### config.mk
export PLATFORM = sky130hd
export DESIGN_NAME = rst_hub
export DESIGN_NICKNAME = d
export VERILOG_FILES = /design/src/rtl/rst_hub_pkg.sv /design/src/rtl/rst_pin_sync.sv /design/src/rtl/rst_fetch_trap.sv /design/src/rtl/rst_clk_guard.sv /design/src/rtl/rst_stretch.sv /design/src/rtl/rst_hub.sv
export SDC_FILE = /design/constraint.sdc
export NUM_CORES = 1
export LEC_CHECK = 0
export BUFFER_PORTS_ARGS = -buffer_cell sky130_fd_sc_hd__buf_2
export CAP_MARGIN = 40
export CORE_ASPECT_RATIO = 0.7
export CORE_MARGIN = 3
export CORE_UTILIZATION = 27
export DETAILED_ROUTE_END_ITERATION = 7
export REMOVE_ABC_BUFFERS = 1
export SYNTH_ARGS = -nofsm -noshare
export SYNTH_HDL_FRONTEND = slang
export SYNTH_SLANG_ARGS = --single-unit
### constraint.sdc
create_clock -name clk -period 1.54 [get_ports clk]
set_input_delay 0.077 -clock clk [delete_from_list [all_inputs] [get_ports clk]]
set_output_delay 0.077 -clock clk [all_outputs]
set_load 0.03 [all_outputs]
### src/rtl/rst_hub_pkg.sv
package rst_hub_pkg;
  localparam int NCAUSE    = 4;
  localparam int CAUSE_PIN = 0;
  localparam int CAUSE_WDT = 1;
  localparam int CAUSE_TRP = 2;
  localparam int CAUSE_CLK = 3;

  typedef struct packed {
    logic sel_lf;  // 1: core runs on the low-frequency clock
    logic lf_en;
    logic hf_en;
  } ckctl_t;
endpackage

### src/rtl/rst_pin_sync.sv
module rst_pin_sync #(
  parameter int SYNC = 2,
  parameter int HOLD = 2
) (
  input  logic clk,
  input  logic pin_rst_n,
  output logic pin_rst
);
  localparam int N = SYNC + HOLD - 1;
  logic [N-1:0] chain;

  always_ff @(posedge clk or negedge pin_rst_n) begin
    if (!pin_rst_n) chain <= '0;
    else            chain <= {chain[N-2:0], 1'b1};
  end

  // released once the synchronised level has been high for HOLD cycles
  assign pin_rst = ~(&chain[N-1:SYNC-1]);
endmodule

### src/rtl/rst_fetch_trap.sv
module rst_fetch_trap #(
  parameter int              AW     = 16,
  parameter logic [AW-1:0]   SFR_LO = 16'h0000,
  parameter logic [AW-1:0]   SFR_HI = 16'h003F,
  parameter logic [AW-1:0]   RAM_LO = 16'h0040,
  parameter logic [AW-1:0]   RAM_HI = 16'h083F,
  parameter logic [AW-1:0]   DBG_LO = 16'h0F80,
  parameter logic [AW-1:0]   DBG_HI = 16'h0FFF
) (
  input  logic          clk,
  input  logic          rst,
  input  logic          fetch_valid,
  input  logic [AW-1:0] fetch_addr,
  input  logic          ram_trap_en,
  input  logic          irq_mode,
  output logic          trap_rst_req,
  output logic          trap_irq,
  output logic [AW-1:0] trap_addr
);
  localparam int NWIN = 3;
  localparam logic [AW-1:0] LO [NWIN] = '{SFR_LO, DBG_LO, RAM_LO};
  localparam logic [AW-1:0] HI [NWIN] = '{SFR_HI, DBG_HI, RAM_HI};

  logic [NWIN-1:0] win_en;
  logic [NWIN-1:0] win_hit;
  assign win_en = {ram_trap_en, 1'b1, 1'b1};

  for (genvar w = 0; w < NWIN; w++) begin : g_win
    assign win_hit[w] = win_en[w] && (fetch_addr >= LO[w]) && (fetch_addr <= HI[w]);
  end

  logic hit;
  assign hit          = fetch_valid && (|win_hit);
  assign trap_rst_req = hit && !irq_mode;

  always_ff @(posedge clk or posedge rst) begin
    if (rst) begin
      trap_irq  <= 1'b0;
      trap_addr <= '0;
    end else begin
      trap_irq <= hit && irq_mode;
      if (hit && irq_mode) trap_addr <= fetch_addr;
    end
  end
endmodule

### src/rtl/rst_clk_guard.sv
module rst_clk_guard
  import rst_hub_pkg::*;
(
  input  logic   wr_en,
  input  ckctl_t wr_val,
  output logic   unsafe
);
  logic both_off, run_clk_off;
  assign both_off    = !wr_val.hf_en && !wr_val.lf_en;
  assign run_clk_off = !wr_val.hf_en && !wr_val.sel_lf;
  assign unsafe      = wr_en && (both_off || run_clk_off);
endmodule

### src/rtl/rst_stretch.sv
module rst_stretch #(
  parameter int LEN = 24
) (
  input  logic clk,
  input  logic rst,
  input  logic go,
  output logic active
);
  localparam int CW = $clog2(LEN + 1);
  logic [CW-1:0] cnt;

  always_ff @(posedge clk or posedge rst) begin
    if (rst)              cnt <= '0;
    else if (go)          cnt <= CW'(LEN);
    else if (cnt != '0)   cnt <= cnt - 1'b1;
  end

  assign active = (cnt != '0);
endmodule

### src/rtl/rst_hub.sv
module rst_hub
  import rst_hub_pkg::*;
#(
  parameter int AW      = 16,
  parameter int RST_LEN = 24,
  parameter int SYNC    = 2,
  parameter int HOLD    = 2
) (
  input  logic          clk,
  input  logic          pin_rst_n,
  input  logic          wdt_rst,
  input  logic          fetch_valid,
  input  logic [AW-1:0] fetch_addr,
  input  logic          ram_trap_en,
  input  logic          trap_irq_mode,
  input  logic          ck_wr_en,
  input  logic [2:0]    ck_wr_data,
  input  logic          cause_clr_wr,
  input  logic [3:0]    cause_clr_mask,
  output logic          core_rst_n,
  output logic          trap_irq,
  output logic [AW-1:0] trap_addr,
  output logic [3:0]    rst_cause
);
  logic pin_rst, trap_req, clk_req, stretch_go, stretch_on;

  rst_pin_sync #(.SYNC(SYNC), .HOLD(HOLD)) u_pin (
    .clk(clk), .pin_rst_n(pin_rst_n), .pin_rst(pin_rst));

  rst_fetch_trap #(.AW(AW)) u_trap (
    .clk(clk), .rst(pin_rst), .fetch_valid(fetch_valid), .fetch_addr(fetch_addr),
    .ram_trap_en(ram_trap_en), .irq_mode(trap_irq_mode),
    .trap_rst_req(trap_req), .trap_irq(trap_irq), .trap_addr(trap_addr));

  rst_clk_guard u_guard (
    .wr_en(ck_wr_en), .wr_val(ckctl_t'(ck_wr_data)), .unsafe(clk_req));

  assign stretch_go = trap_req || clk_req;

  rst_stretch #(.LEN(RST_LEN)) u_stretch (
    .clk(clk), .rst(pin_rst), .go(stretch_go), .active(stretch_on));

  assign core_rst_n = ~(pin_rst || !pin_rst_n || wdt_rst || stretch_on);

  logic [NCAUSE-1:0] set_vec, clr_vec;
  always_comb begin
    set_vec            = '0;
    set_vec[CAUSE_WDT] = wdt_rst;
    set_vec[CAUSE_TRP] = trap_req;
    set_vec[CAUSE_CLK] = clk_req;
    clr_vec            = cause_clr_wr ? cause_clr_mask : '0;
  end

  always_ff @(posedge clk or posedge pin_rst) begin
    if (pin_rst) rst_cause <= NCAUSE'(1) << CAUSE_PIN;
    else         rst_cause <= (rst_cause & ~clr_vec) | set_vec;
  end
endmodule

==> results.toml <==
[clock_tree]
clock_path_buffers = 2
numCtsBuffers = 5
clock-sinks = 29
h-tree-depth = 2
cts_root_buf = "clkbuf_8"
clk_pin_slew_ns = 0.05
cts_tree = "done"
clock_latency_ns = 0.27

[global_route]
grt_pass1_vias = 1066
grt_overflow = 0
grt_max_degree = 27
track_usage_pct = 11.9
grt_first_pass_wirelength_um = 5020
antenna_found_initial = 0

[die]
io_pins = 53
std_cell_rows = 19
die_w_um = 86.2
start_util_pct = 29.6
coreArea_mm2 = 0.00411
dieHeight_um = 62.2
die_area_mm2 = 0.00536

[flow_run]
drv_cap = 0

[synthesis]
synthSimpleGateAreaFrac_pct = 13.8
ys_ff_latch = 29
yosysSeqAreaShare_pct = 59.8
synth_top_family_by_area = "simple AND/OR/NAND/NOR gates"
syn_inst = 98
synth_area_per_cell_um2 = 12.4
ys_top_cells_by_area = "dfrtp_1 58%, mux2_2 7.4%, a22o_1 3.6%"
yosys_warnings = 0
netlist.area_leader.share_pct = 57.6
synth-compound-area-share_pct = 11.2
syn-cell-area_mm2 = 0.00122
synth_top_area_cell = "dfrtp_1"
synthAdderAreaFrac_pct = 2.06
synth.distinct_cells = 31
synthMuxAreaShare_pct = 9.05
synth_xor_area_share_pct = 0.720

[sta]
finalSetupViolCount = 1
hold_viol_final = 0
slew_headroom_pct = 55.0
fmax_mhz = 606
worstMarginPinSlew_ns = 0.675
min_period_ns = 1.65
hold-worst-slack_ns = 0.0276
finalCritPeriodShare_pct = 107
setup_ws_ns = -0.110
clock_skew_ns = 0.00458
tns_ns = -0.110
drv_slew = 0
rsz0062_at_grt = "true"

[layout]
multiInputGateArea_um2 = 494
final_nets = 207
seq_area_um2 = 727
drive_above_1_share_pct = 52.0
n_antenna_cell = 0
syn_to_final_growth_pct = 49.0
fillCellCount = 397
utilization_pct = 44.1

[drt]
ant_nets = 0
wl_per_cell_um = 13.2
routed_wl_um = 3010
drt_iter0_markers = 97
drc = 0
vias_per_cell = 4.63
drt_first_pass_iters = 4
num_vias = 1051

[place]
numPortBuffers = 52
dp_hpwl_um = 2310
gp_congestion = 0.690
dp_slack_ns = -0.210

[pwr]
ir_drop_mv = 0.698
p_seq_share_pct = 41.6
p_int_mw = 1.61
leakage_nw = 0.982
p_sw_share_pct = 30.8
clkPwrFrac_pct = 26.7
power_mw = 2.33
p_comb_share_pct = 31.6
p_switching_uw = 716
power.density_mw_per_mm2 = 1280

[worst_setup_path]
crit_type = "reg -> out"
reg2reg_from = "u_stretch.cnt[1]"
start_kind = "flop"
worstPathArrival_ns = 1.57
worstPathRequired_ns = 1.46
r2r_slack_ns = 0.11
endpoint_kind = "primary output"
rr_worst_depth = 7
crit_path_max_fanout = 2
reg2reg_to = "u_stretch.cnt[1]"

[worst_hold_path]
hold_start = "cause_clr_wr"
min_path_cells = 2
hold_end = "rst_cause[0]"
hold_path.class = "in -> reg"

[status]
outcome = "finished, violations left"
violations = "setup timing"
-- stage by stage --
| step | cell area (µm²) | std cells |
|---|---|---|
| 5_1_grt | 1810 | 227 |
| 3_5_place_dp | 1610 | 212 |
| 3_3_place_gp | 1610 | 212 |
| 6_report | 1810 | 227 |
| 2_1_floorplan | 1200 | 97 |
| 4_1_cts | 1760 | 224 |
-- what timing repair did --
action	CTS	global route
pin swaps	2	2
setup endpoints to repair	1	3
gates resized for setup	6	5
cloned	0	0
endpoints found under the hold margin	5	0
hold buffers	3	0
setup buffers	1	4
-- placed cells by master (no fill, tap or decap), types with 2 or more instances in the layout --
| cell type | n |
|---|---|
| buf_4 | 15 |
| nor3_1 | 3 |
| mux2_2 | 8 |
| dlygate4sd3_1 | 3 |
| a21oi_1 | 2 |
| nor2_1 | 2 |
| buf_2 | 51 |
| mux2i_1 | 2 |
| and2_1 | 5 |
| nand2_1 | 10 |
| inv_1 | 5 |
| clkbuf_1 | 2 |
| inv_2 | 2 |
| a22o_1 | 5 |
| clkbuf_8 | 6 |
| o2111ai_1 | 3 |
| dfrtp_1 | 28 |
-- power by group through the flow --
| stage | Clock [mW] | Sequential (mW) | Combinational, mW |
|---|---|---|---|
| 2_1_floorplan | 0 | 1.01 | 0.279 |
| 3_3_place_gp | 0 | 0.945 | 0.548 |
| 3_5_place_dp | 0 | 0.953 | 0.581 |
| 4_1_cts | 0.645 | 0.961 | 0.610 |
| 5_1_grt | 0.692 | 0.978 | 0.812 |
| 6_report | 0.622 | 0.969 | 0.736 |
-- layout make-up --
type	instances	area share [%]
multi-input cells	61	27.3
repair buffers	70	22.6
flip-flops and latches	29	40.1
clock buffers	8	4.97
well taps	52	3.59
inverters	7	1.45
-- state kept, by name, summed over array words and instances, names as in the netlist --
| name | flops |
|---|---|
| u_trap.trap_addr | 16 |
| u_stretch.cnt | 5 |
| rst_cause | 4 |
| u_pin.chain | 3 |
| u_trap.trap_irq | 1 |
-- critical path, stage by stage, from the launching register on --
cell and delay, ns:
dfrtp_1 0.38, inv_2 0.08, ha_4 0.13, nor4b_4 0.21
buf_4 0.16, and4b_1 0.20, buf_6 0.13
-- metal layers --
layer / vias up / part of all wire, % / global-route usage [%]
li1: 503 / - / -
met1: 498 / 44 / 15.1
met2: 44 / 48 / 17.9
met3: 6 / 7.1 / 6.61
met4: 0 / 0.67 / 2.33
met5: - / 0 / 0
-- kinds of logic (layout without fill, tap and decap cells) --
family / after synthesis / in the layout
simple gates: 31 / 31
flops: 29 / 29
compound gates: 16 / 16
mux: 10 / 10
buf+inv: 8 / 85
fa+ha+maj: 2 / 2
other cells: 1 / 1
xor+xnor: 1 / 1
-- synth_stat cells --
library cell	count
a211oi_2	1
o2111ai_1	3
or4_1	1
a21o_1	1
and3b_1	1
a21oi_1	2
nand2_1	10
nand3_1	1
mux2_2	8
dfstp_2	1
nor3_1	4
a21boi_0	1
ha_1	2
nor4b_1	1
nor4_1	1
dfrtp_1	28
a31oi_1	1
inv_1	7
a22o_1	5
nor3b_1	1
and4b_1	1
xnor2_1	1
and2_1	5
mux2i_1	2
buf_6	1
nor2_1	3
o2111a_1	1
nand3b_1	1
nand4_1	1
conb_1	1
o21bai_2	1
-- worst max path at each step --
stage                                start             endpoint  slack [ns]  cells after the start
after floorplan           u_stretch.cnt[0]           core_rst_n       -0.12                      4
after global placement      fetch_addr[10]  u_trap.trap_addr[2]       -0.14                      5
after detailed placement    fetch_addr[10]  u_trap.trap_addr[3]       -0.21                      5
after CTS                 u_stretch.cnt[0]           core_rst_n       -0.14                      6
after global routing      u_stretch.cnt[1]           core_rst_n       -0.19                      6
final                     u_stretch.cnt[1]           core_rst_n       -0.11                      6
Note: power is estimated with default switching activity, not from simulation.
